File: config.mk
export PLATFORM = sky130hd
export DESIGN_NAME = i2s_clkgen
export DESIGN_NICKNAME = d
export VERILOG_FILES = /design/src/rtl/i2s_clkgen_pkg.sv /design/src/rtl/i2s_bitclk_div.sv /design/src/rtl/i2s_frame_ctr.sv /design/src/rtl/i2s_slot_track.sv /design/src/rtl/i2s_mclk_gen.sv /design/src/rtl/i2s_clkgen.sv
export SDC_FILE = /design/constraint.sdc
export NUM_CORES = 1
export LEC_CHECK = 0
export BUFFER_PORTS_ARGS = -buffer_cell sky130_fd_sc_hd__clkbuf_2
export CAP_MARGIN = 20
export CORE_MARGIN = 2
export CORE_UTILIZATION = 55
export CTS_BUF_LIST = sky130_fd_sc_hd__clkbuf_8
export CTS_CLUSTER_DIAMETER = 100
export CTS_CLUSTER_SIZE = 10
export DETAILED_ROUTE_END_ITERATION = 7
export PLACE_DENSITY = 0.75
export SYNTH_ARGS = -nofsm -noshare
export SYNTH_HDL_FRONTEND = slang
export SYNTH_SLANG_ARGS = --single-unit
export TNS_END_PERCENT = 30
File: constraint.sdc
create_clock -name clk -period 5 [get_ports clk]
set_clock_uncertainty 0.05 [all_clocks]
set_input_delay 1.5 -clock clk [delete_from_list [all_inputs] [get_ports clk]]
set_output_delay 1.5 -clock clk [all_outputs]
set_load 0.01 [all_outputs]
File: src/rtl/i2s_clkgen_pkg.sv
package i2s_clkgen_pkg;

    // width of the in-slot bit index (slots hold at most 32 bits)
    localparam int SLOT_IDX_W = 5;

    typedef enum logic [1:0] {
        SLOT_8B  = 2'd0,
        SLOT_16B = 2'd1,
        SLOT_24B = 2'd2,
        SLOT_32B = 2'd3
    } slot_code_e;

    typedef enum logic [1:0] {
        FSW_ONE_SLOT = 2'd0,
        FSW_HALF     = 2'd1,
        FSW_ONE_BIT  = 2'd2,
        FSW_HALF_ALT = 2'd3
    } fsw_e;

    typedef struct packed {
        slot_code_e slot;
        fsw_e       fsw;
        logic       ctrl;
    } frame_cfg_t;

endpackage

File: src/rtl/i2s_bitclk_div.sv
module i2s_bitclk_div #(
    parameter int DIV_W = 8
) (
    input  logic             clk,
    input  logic             rst_n,
    input  logic             enable,
    input  logic [DIV_W-1:0] div_i,
    output logic             sck_o,
    output logic             start_o,
    output logic             fall_o
);

    typedef struct packed {
        logic             run;
        logic             sck;
        logic [DIV_W-1:0] cnt;
    } div_state_t;

    div_state_t st_d, st_q;
    logic       at_limit;

    always_comb begin
        at_limit = (st_q.cnt == div_i);
        start_o  = enable && !st_q.run;
        fall_o   = enable && st_q.run && st_q.sck && at_limit;
        st_d     = st_q;
        if (!enable) begin
            st_d = '0;
        end else if (start_o) begin
            st_d.run = 1'b1;
            st_d.sck = 1'b0;
            st_d.cnt = '0;
        end else if (at_limit) begin
            st_d.cnt = '0;
            st_d.sck = !st_q.sck;
        end else begin
            st_d.cnt = st_q.cnt + DIV_W'(1);
        end
    end

    always_ff @(posedge clk or negedge rst_n) begin
        if (!rst_n) st_q <= '0;
        else        st_q <= st_d;
    end

    assign sck_o = st_q.sck;

endmodule

File: src/rtl/i2s_frame_ctr.sv
module i2s_frame_ctr
    import i2s_clkgen_pkg::*;
#(
    parameter int DIV_W   = 8,
    parameter int NSLOT_W = 3,
    parameter int FRAME_W = 9
) (
    input  logic               clk,
    input  logic               rst_n,
    input  logic               enable,
    input  logic               start_i,
    input  logic               fall_i,
    input  frame_cfg_t         cfg_i,
    input  logic [NSLOT_W-1:0] nslots_i,
    input  logic [DIV_W-1:0]   div_i,
    output slot_code_e         slot_q_o,
    output logic               ctrl_q_o,
    output logic [NSLOT_W-1:0] nslots_q_o,
    output logic [DIV_W-1:0]   div_q_o,
    output logic               load_o,
    output logic               fs_o,
    output logic               ser_en_o
);

    typedef struct packed {
        frame_cfg_t         cfg;
        logic [NSLOT_W-1:0] nslots;
        logic [DIV_W-1:0]   div;
        logic [FRAME_W-1:0] fbit;
        logic               fs;
        logic               ser_en;
    } frame_state_t;

    frame_state_t       st_d, st_q;
    logic [FRAME_W-1:0] slot_len, frame_len, fbit_nxt;
    logic               last_period;

    always_comb begin
        slot_len    = FRAME_W'({st_q.cfg.slot, 3'b000}) + FRAME_W'(8);
        frame_len   = slot_len * (FRAME_W'(st_q.nslots) + FRAME_W'(1));
        last_period = (st_q.fbit == frame_len - FRAME_W'(1));
        fbit_nxt    = st_q.fbit + FRAME_W'(1);
        load_o      = start_i || (fall_i && last_period);
        st_d        = st_q;
        if (!enable) begin
            st_d = '0;
        end else if (load_o) begin
            // frame boundary: capture settings, restart the frame count
            st_d.cfg    = cfg_i;
            st_d.nslots = nslots_i;
            st_d.div    = div_i;
            st_d.fbit   = '0;
            st_d.fs     = (cfg_i.fsw == FSW_ONE_SLOT) || (cfg_i.fsw == FSW_ONE_BIT);
            st_d.ser_en = !cfg_i.ctrl;
        end else if (fall_i) begin
            st_d.fbit = fbit_nxt;
            case (st_q.cfg.fsw)
                FSW_ONE_SLOT: st_d.fs = (fbit_nxt < slot_len);
                FSW_ONE_BIT:  st_d.fs = 1'b0;
                default:      st_d.fs = ({fbit_nxt, 1'b0} >= {1'b0, frame_len});
            endcase
        end
    end

    always_ff @(posedge clk or negedge rst_n) begin
        if (!rst_n) st_q <= '0;
        else        st_q <= st_d;
    end

    assign slot_q_o   = st_q.cfg.slot;
    assign ctrl_q_o   = st_q.cfg.ctrl;
    assign nslots_q_o = st_q.nslots;
    assign div_q_o    = st_q.div;
    assign fs_o       = st_q.fs;
    assign ser_en_o   = st_q.ser_en;

endmodule

File: src/rtl/i2s_slot_track.sv
module i2s_slot_track
    import i2s_clkgen_pkg::*;
#(
    parameter int NSLOT_W = 3
) (
    input  logic                  clk,
    input  logic                  rst_n,
    input  logic                  enable,
    input  logic                  load_i,
    input  logic                  fall_i,
    input  slot_code_e            slot_live_i,
    input  logic                  delay_live_i,
    input  logic                  ctrl_live_i,
    input  logic [NSLOT_W-1:0]    nslots_live_i,
    input  slot_code_e            slot_q_i,
    input  logic                  ctrl_q_i,
    input  logic [NSLOT_W-1:0]    nslots_q_i,
    output logic [SLOT_IDX_W-1:0] bit_idx_o,
    output logic [NSLOT_W-1:0]    slot_idx_o,
    output logic                  bit_strobe_o,
    output logic                  slot_start_o
);

    typedef struct packed {
        logic [SLOT_IDX_W-1:0] dbit;
        logic [NSLOT_W-1:0]    dslot;
        logic                  strobe;
        logic                  sstart;
    } track_state_t;

    track_state_t          st_d, st_q;
    logic [SLOT_IDX_W-1:0] last_live, last_q;
    logic                  slot_end;

    always_comb begin
        last_live = {slot_live_i, 3'b111};
        last_q    = {slot_q_i, 3'b111};
        slot_end  = (st_q.dbit == last_q);
        st_d        = st_q;
        st_d.strobe = 1'b0;
        st_d.sstart = 1'b0;
        if (!enable) begin
            st_d = '0;
        end else if (load_i) begin
            if (delay_live_i) begin
                // period 0 still carries the final bit of the previous frame
                st_d.dbit  = last_live;
                st_d.dslot = nslots_live_i;
            end else begin
                st_d.dbit  = '0;
                st_d.dslot = '0;
            end
            st_d.strobe = !ctrl_live_i;
            st_d.sstart = !ctrl_live_i && !delay_live_i;
        end else if (fall_i) begin
            if (slot_end) begin
                st_d.dbit  = '0;
                st_d.dslot = (st_q.dslot == nslots_q_i) ? '0 : st_q.dslot + NSLOT_W'(1);
            end else begin
                st_d.dbit = st_q.dbit + SLOT_IDX_W'(1);
            end
            st_d.strobe = !ctrl_q_i;
            st_d.sstart = !ctrl_q_i && slot_end;
        end
    end

    always_ff @(posedge clk or negedge rst_n) begin
        if (!rst_n) st_q <= '0;
        else        st_q <= st_d;
    end

    assign bit_idx_o    = st_q.dbit;
    assign slot_idx_o   = st_q.dslot;
    assign bit_strobe_o = st_q.strobe;
    assign slot_start_o = st_q.sstart;

endmodule

File: src/rtl/i2s_mclk_gen.sv
module i2s_mclk_gen (
    input  logic clk,
    input  logic rst_n,
    input  logic enable,
    input  logic mclk_on,
    output logic mclk_o
);

    logic mclk_d, mclk_q;

    always_comb begin
        mclk_d = (enable && mclk_on) ? !mclk_q : 1'b0;
    end

    always_ff @(posedge clk or negedge rst_n) begin
        if (!rst_n) mclk_q <= 1'b0;
        else        mclk_q <= mclk_d;
    end

    assign mclk_o = mclk_q;

endmodule

File: src/rtl/i2s_clkgen.sv
module i2s_clkgen
    import i2s_clkgen_pkg::*;
#(
    parameter int DIV_W   = 8,
    parameter int NSLOT_W = 3
) (
    input  logic                  clk,
    input  logic                  rst_n,
    input  logic                  enable,
    input  logic                  ctrl_mode,
    input  logic                  mclk_on,
    input  logic [DIV_W-1:0]      div,
    input  logic [1:0]            slot_size,
    input  logic [NSLOT_W-1:0]    nslots_m1,
    input  logic                  bit_delay,
    input  logic [1:0]            fs_width,
    output logic                  sck,
    output logic                  fs,
    output logic                  mclk,
    output logic                  ser_en,
    output logic                  bit_strobe,
    output logic                  slot_start,
    output logic [SLOT_IDX_W-1:0] bit_idx,
    output logic [NSLOT_W-1:0]    slot_idx
);

    localparam int FRAME_W = SLOT_IDX_W + NSLOT_W + 1;

    frame_cfg_t         cfg_live;
    slot_code_e         slot_q;
    logic               ctrl_q;
    logic [NSLOT_W-1:0] nslots_q;
    logic [DIV_W-1:0]   div_q;
    logic               start, fall, load;

    assign cfg_live = '{slot: slot_code_e'(slot_size), fsw: fsw_e'(fs_width), ctrl: ctrl_mode};

    i2s_bitclk_div #(.DIV_W(DIV_W)) u_div (
        .clk     (clk),
        .rst_n   (rst_n),
        .enable  (enable),
        .div_i   (div_q),
        .sck_o   (sck),
        .start_o (start),
        .fall_o  (fall)
    );

    i2s_frame_ctr #(.DIV_W(DIV_W), .NSLOT_W(NSLOT_W), .FRAME_W(FRAME_W)) u_frame (
        .clk        (clk),
        .rst_n      (rst_n),
        .enable     (enable),
        .start_i    (start),
        .fall_i     (fall),
        .cfg_i      (cfg_live),
        .nslots_i   (nslots_m1),
        .div_i      (div),
        .slot_q_o   (slot_q),
        .ctrl_q_o   (ctrl_q),
        .nslots_q_o (nslots_q),
        .div_q_o    (div_q),
        .load_o     (load),
        .fs_o       (fs),
        .ser_en_o   (ser_en)
    );

    i2s_slot_track #(.NSLOT_W(NSLOT_W)) u_track (
        .clk           (clk),
        .rst_n         (rst_n),
        .enable        (enable),
        .load_i        (load),
        .fall_i        (fall),
        .slot_live_i   (cfg_live.slot),
        .delay_live_i  (bit_delay),
        .ctrl_live_i   (ctrl_mode),
        .nslots_live_i (nslots_m1),
        .slot_q_i      (slot_q),
        .ctrl_q_i      (ctrl_q),
        .nslots_q_i    (nslots_q),
        .bit_idx_o     (bit_idx),
        .slot_idx_o    (slot_idx),
        .bit_strobe_o  (bit_strobe),
        .slot_start_o  (slot_start)
    );

    i2s_mclk_gen u_mclk (
        .clk     (clk),
        .rst_n   (rst_n),
        .enable  (enable),
        .mclk_on (mclk_on),
        .mclk_o  (mclk)
    );

endmodule

Word-level counts from Yosys, hierarchy flattened

Index checks and enable logic that the tools add are counted.

$add $sub $neg: 7
Multiply operators: 1
Magnitude comparators: 2
Eq/ne operators: 11
Multiplexer cells: 19
Reduce and logical (&&, ||, !) cells: 19

Operators by type and width:

| operator                                          | number |
|---|---|
| two-way mux 10 bit                                | 6 |
| two-way mux 27 bit                                | 1 |
| two-way mux 16 bit                                | 1 |
| two-way mux 8 bit                                 | 2 |
| >= comparator 10 x 9 -> 1 bit                     | 1 |
| adder 9 x 1 -> 9 bit (second input constant)      | 1 |
| == test 9 bit                                     | 1 |
| less-than comparator 9 bit                        | 1 |
| multiplier 9 x 9 -> 9 bit                         | 1 |
| two-way mux 9 bit                                 | 1 |
| != test 3 x 1 -> 1 bit (second input constant)    | 3 |
| subtractor 9 x 1 -> 9 bit (second input constant) | 1 |
| adder 8 x 1 -> 8 bit (second input constant)      | 1 |
| == test 8 bit                                     | 1 |
| logical AND 1 bit                                 | 8 |
| adder 5 x 4 -> 6 bit (second input constant)      | 1 |
| zero test 1 bit                                   | 6 |
| two-way mux 3 bit                                 | 2 |
| adder 5 x 1 -> 5 bit (second input constant)      | 1 |
| == test 5 bit                                     | 1 |
| two-way mux 5 bit                                 | 1 |
| adder 3 x 1 -> 4 bit (second input constant)      | 1 |
| == test 2 bit (second input constant)             | 2 |
| zero test 2 bit                                   | 2 |
| other kinds (7)                                   | 12 |

Bits in registers: 48
Bits of input ports: 21
Output and inout bits: 14
Logic and storage cells: 75

Depth between registers and ports, before layout

Depth after elaboration: 8
Gate-level depth with buffers: 17
Mapped depth without buffers: 17

By module

A second synthesis with hierarchy kept.

Cell total of the unflattened synthesis: 365
Area total of the unflattened synthesis: 3429.5 um^2

Modules (own cells, without submodules):

| module         | instances | cells an instance | area an instance (um^2) | seq. area each (um^2) |
|---|---|---|---|---|
| i2s_frame_ctr  | 1         | 241               | 2235.9                  | 675.6 |
| i2s_slot_track | 1         | 71                | 643.1                   | 250.2 |
| i2s_bitclk_div | 1         | 51                | 516.7                   | 250.2 |
| i2s_mclk_gen   | 1         | 2                 | 33.8                    | 25.0 |

Worst setup path after synthesis

OpenSTA, ideal clock, no wires.

Path type: reg-to-reg
Start point: reg u_frame.st_q, in the netlist u_frame.nslots_q_o[0]
End point: reg u_frame.st_q, in the netlist u_frame.fs_o
Setup time: 0.131 ns
Arrival time: 4.043 ns
Path slack: 0.776 ns
Cell stages (with the launch flop): 18
Path buffers: 1
Clock period less this slack: 4.224 ns
Cell sequence: dfrtp_1 buf_2 nand3_1 or2_2 fa_1 inv_1 ha_1 ha_1 a21o_1 a21oi_1 xnor2_2 ha_1 o2111ai_1 a21oi_1 or4b_2 o22ai_1 nor3b_1 a211oi_1

Word-level cells in the longest chain between the ends: 8
Elaborated cells between the ends (all ways): 12
Those cells by class: add/sub (2); mul (1); order compare (1); eq/ne (2); mux (4); reduce/logical (2)

RTL lines:

| what                        | line                | RTL |
|---|---|---|
| start: declaration          | i2s_frame_ctr.sv:34 | `frame_state_t st_d, st_q;` |
| start signal: assignment    | i2s_frame_ctr.sv:67 | `else st_q <= st_d;` |
| adder 3 x 1 -> 4 bit *      | i2s_frame_ctr.sv:40 | `frame_len = slot_len * (FRAME_W'(st_q.nslots) + FRAME_W'(1));` |
| multiplier 9 x 9 -> 9 bit * | i2s_frame_ctr.sv:40 |  |
| subtractor 9 x 1 -> 9 bit   | i2s_frame_ctr.sv:41 | `last_period = (st_q.fbit == frame_len - FRAME_W'(1));` |
| == test 9 bit               | i2s_frame_ctr.sv:41 |  |
| logical AND 1 bit           | i2s_frame_ctr.sv:43 | `load_o = start_i \|\| (fall_i && last_period);` |
| logical OR 1 bit            | i2s_frame_ctr.sv:43 |  |
| two-way mux 10 bit          | i2s_frame_ctr.sv:47 | `end else if (load_o) begin` |
| two-way mux 27 bit          | i2s_frame_ctr.sv:45 | `if (!enable) begin` |

Every way passes the cells marked *; elsewhere a longest branch is shown, timed or not. The select of a mux whose other input is x is not followed.
A chain may end at the register's enable or synchronous reset.

Worst setup path after layout

Start point: reg u_frame.st_q, in the netlist u_frame.nslots_q_o[0]
End point: reg u_track.st_q, in the netlist u_track.bit_idx_o[4]

Word-level cells in the longest chain between the ends: 8
Elaborated cells between the ends (all ways): 9
Those cells by class: add/sub (2); mul (1); eq/ne (2); mux (2); reduce/logical (2)

RTL lines:

| what                        | line                 | RTL |
|---|---|---|
| adder 3 x 1 -> 4 bit *      | i2s_frame_ctr.sv:40  |  |
| multiplier 9 x 9 -> 9 bit * | i2s_frame_ctr.sv:40  |  |
| subtractor 9 x 1 -> 9 bit * | i2s_frame_ctr.sv:41  |  |
| == test 9 bit *             | i2s_frame_ctr.sv:41  |  |
| logical AND 1 bit *         | i2s_frame_ctr.sv:43  |  |
| logical OR 1 bit *          | i2s_frame_ctr.sv:43  |  |
| two-way mux 10 bit          | i2s_slot_track.sv:44 | `end else if (load_i) begin` |
| two-way mux 10 bit          | i2s_slot_track.sv:42 | `if (!enable) begin` |
| end signal: assignment      | i2s_slot_track.sv:69 | `else st_q <= st_d;` |
| end: declaration            | i2s_slot_track.sv:31 | `track_state_t st_d, st_q;` |

Every way passes the cells marked *; elsewhere a longest branch is shown, timed or not.

==> results by group <==
Power
  – Leakage power: 0.00178 µW
  – PwrDens: 233 nW/µm²
  – Worst vdd ir: 0.182 mV

Synth
  – Synth Flop Type: dfrtp_1
  – Synthesized area: 3340 µm²
  – Number of flops mapped to enable cells by yosys: 0
  – Distinct cells, synth: 61
  – Seq/Total Area, Yosys: 36.0%
  – Mapped Cells: 367
  – Warnings, synthesis: 0
  – Cell taking the most area after synthesis: dfrtp_1
  – Register bit total from synthesis: 48
  – Top cells by area, synth: dfrtp_1 (36%), ha_1 (9.0%), nand2_1 (6.5%), xor2_1 (6.3%), o21ai_0 (3.6%)
  – Syn avg cell area: 9.09 µm²
  – Asr flop ratio synth: 100%
  – Post-synth top area share: 36.0%
  – Synth Net Count: 414

Global route
  – GRT Total Usage: 24.7%
  – First-pass GRT wire length: 12.7 mm
  – Largest net degree at the start of global routing: 49
  – Initial antenna violation count: 0
  – Vias in the first global route: 2624
  – Grt ovf: 0

Setup path
  – CP max stage delay: 0.51 ns
  – Worst path cell trace: ha_1 -> xor2_1 -> nand2_1 -> fa_1 -> inv_1 -> ha_1 -> inv_1 -> fa_1 -> xor2_1 -> nor4b_2 -> xnor2_1 -> xnor2_2 -> buf_4 -> a21oi_2 -> nand2b_1 -> o211ai_1
  – Critical Path AT: 4.82 ns
  – R2r worst-path depth: 16
  – Crit path max fanout: 10
  – Delay-heaviest family, CP: adder cells
  – Req. time, crit path: 5.18 ns
  – Critical path endpoint category: register
  – Slowest CP cell: dfrtp_1
  – Critical path startpoint category: register
  – Number of buffers and inverters on the critical path: 3
  – WS Path Type: register to register
  – WP depth: 16

STA
  – Hold WS: 0.376 ns
  – RSZ-0062 raised after global routing: false
  – Period utilisation layout: 92.8%
  – Peak Freq: 216 MHz
  – Setup Viol. Count Final: 0
  – Relative slew slack: 35.6%
  – Max Slew Vio Count: 0
  – Setup Total Neg Slack: 0 ns
  – Tmin final: 4.64 ns
  – Final Hold Viols: 0
  – Worst Tran Pin Value: 0.962 ns

Clock tree
  – Clock slew seen by the registers of the worst setup and hold paths: 0.10 ns
  – Longest Clk Path Bufs: 2
  – Clock latency at the later pin of the worst-skew pair: 0.31 ns
  – # resized after CTS: 0
  – Root Driver: clkbuf_8
  – Number of setup buffers added after CTS: 0
  – Hold-fix buffers, CTS: 0
  – CTS Sinks: 48
  – CTS tree: built
  – CTS buffer count: 5
  – H-tree depth: 2

Drt
  – DR vias: 2773
  – Initial DRC Count: 196
  – Vias per cell: 5.89
  – Drt drc: 0
  – Wirelength per Cell: 16.1 µm
  – WL final: 7.57 mm
  – Final ANT Viol Nets: 0
  – Drt pass-1 iters: 4

Finish
  – Layout Nets: 442
  – Most common cell after layout, fill and taps aside: nand2_1
  – Multi-input gate area: 2010 µm²
  – Reg area: 1200 µm²
  – Layout cell share with drive strength beyond 1: 15.9%
  – N_diodes: 0
  – Fin area: 3650 µm²
  – Layout area overhead: 9.37%
  – Most frequent cells in the layout: nand2_1 (58), dfrtp_1 (48), clkbuf_2 (34), nor2_1 (26)
  – # fillers: 497

Floorplan
  – Die Area: 6710 µm²
  – Core ar.: 5890 µm²
  – Die H: 81.9 µm
  – Row cnt: 28
  – Initial Util: 56.7%
  – Total I/O pin count: 35
  – Die Wd: 81.9 µm

Min path
  – Hold Path Class: register to register
  – Hold depth: 1

Placed design
  – IO Port Bufs: 34
  – Global placer's final weighted congestion: 0.899
  – DP Area: 3550 µm²
  – DP Wirelength: 5.74 mm

Outcome
  – Run status: complete, no violations

Flow run
  – Max cap viols: 0
-- report_power, final --
group	total [µW]	internal, µW	switching [µW]
Combinational	188	77.6	111
Sequential	424	404	19.7
Clock	240	100	140
-- final timing paths --
| check | from | end | slack [ns] |
|---|---|---|---|
| worst max-delay path | u_frame.nslots_q_o[0] | u_track.bit_idx_o[4] | 0.36 |
| worst min-delay path | u_mclk.mclk_o | u_mclk.mclk_o | 0.38 |
| worst max register to register | u_frame.nslots_q_o[0] | u_track.bit_idx_o[4] | 0.36 |
| worst min register to register | u_mclk.mclk_o | u_mclk.mclk_o | 0.38 |
| max in group asynchronous | rst_n | u_frame.st_q[24] | 3.26 |
| min in group asynchronous | rst_n | u_frame.div_q_o[7] | 1.22 |
-- cell type report --
class	count	area share (%)
clock buffers	5	1.89
clock inverters	3	0.617
inverters	15	1.54
multi-input cells	288	55.2
flip-flops and latches	48	32.9
well taps	75	2.57
repair buffers	37	5.28
-- sequential cells by signal, indices dropped and copies added, names as in the netlist --
register,cells
u_div.st_q,9
u_track.bit_strobe_o,1
u_frame.ser_en_o,1
u_div.sck_o,1
u_frame.ctrl_q_o,1
u_track.slot_start_o,1
u_frame.st_q,11
u_track.slot_idx_o,3
u_frame.nslots_q_o,3
u_frame.slot_q_o,2
u_frame.fs_o,1
u_track.bit_idx_o,5
u_mclk.mclk_o,1
u_frame.div_q_o,8
-- kinds of logic (layout without fill, tap and decap cells) --
| group | after synthesis | in the layout | share of synthesized area (%) |
|---|---|---|---|
| mux | 2 | 2 | 0.675 |
| compound gates | 75 | 75 | 15.9 |
| flops | 48 | 48 | 36.0 |
| simple gates | 143 | 143 | 20.8 |
| xor+xnor | 42 | 42 | 12.6 |
| fa+ha+maj | 26 | 26 | 10.2 |
| buf+inv | 31 | 60 | 3.86 |
-- through the flow --
| step | power, µW | utilization [%] | worst slack, ns | instances |
|---|---|---|---|---|
| 2_1_floorplan | 559 | - | 0.776 | 367 |
| 3_3_place_gp | 611 | 60.3 | 0.428 | 463 |
| 3_5_place_dp | 617 | 60.3 | 0.296 | 463 |
| 4_1_cts | 856 | 61.9 | 0.256 | 471 |
| 5_1_grt | 898 | 62.0 | 0.0379 | 471 |
| 6_report | 852 | 62.0 | 0.362 | 471 |
-- synthesized netlist by cell type (all sizes together) (7+ instances only) --
master	n
xor2	25
a21oi	10
nand2	58
xnor2	15
inv	15
and3	7
ha	24
nor2	27
o21ai	26
dfrtp	48
clkbuf	10
nand3	19
-- per-layer routing --
| layer | vias to the layer above | wire length (µm) | track usage, % |
|---|---|---|---|
| li1 | 1353 | - | - |
| met1 | 1323 | 3500 | 35.3 |
| met2 | 80 | 3520 | 38.3 |
| met3 | 17 | 373 | 4.40 |
| met4 | 0 | 174 | 7.33 |
| met5 | - | 0 | 0 |
Power figures use the tool's default switching activity.
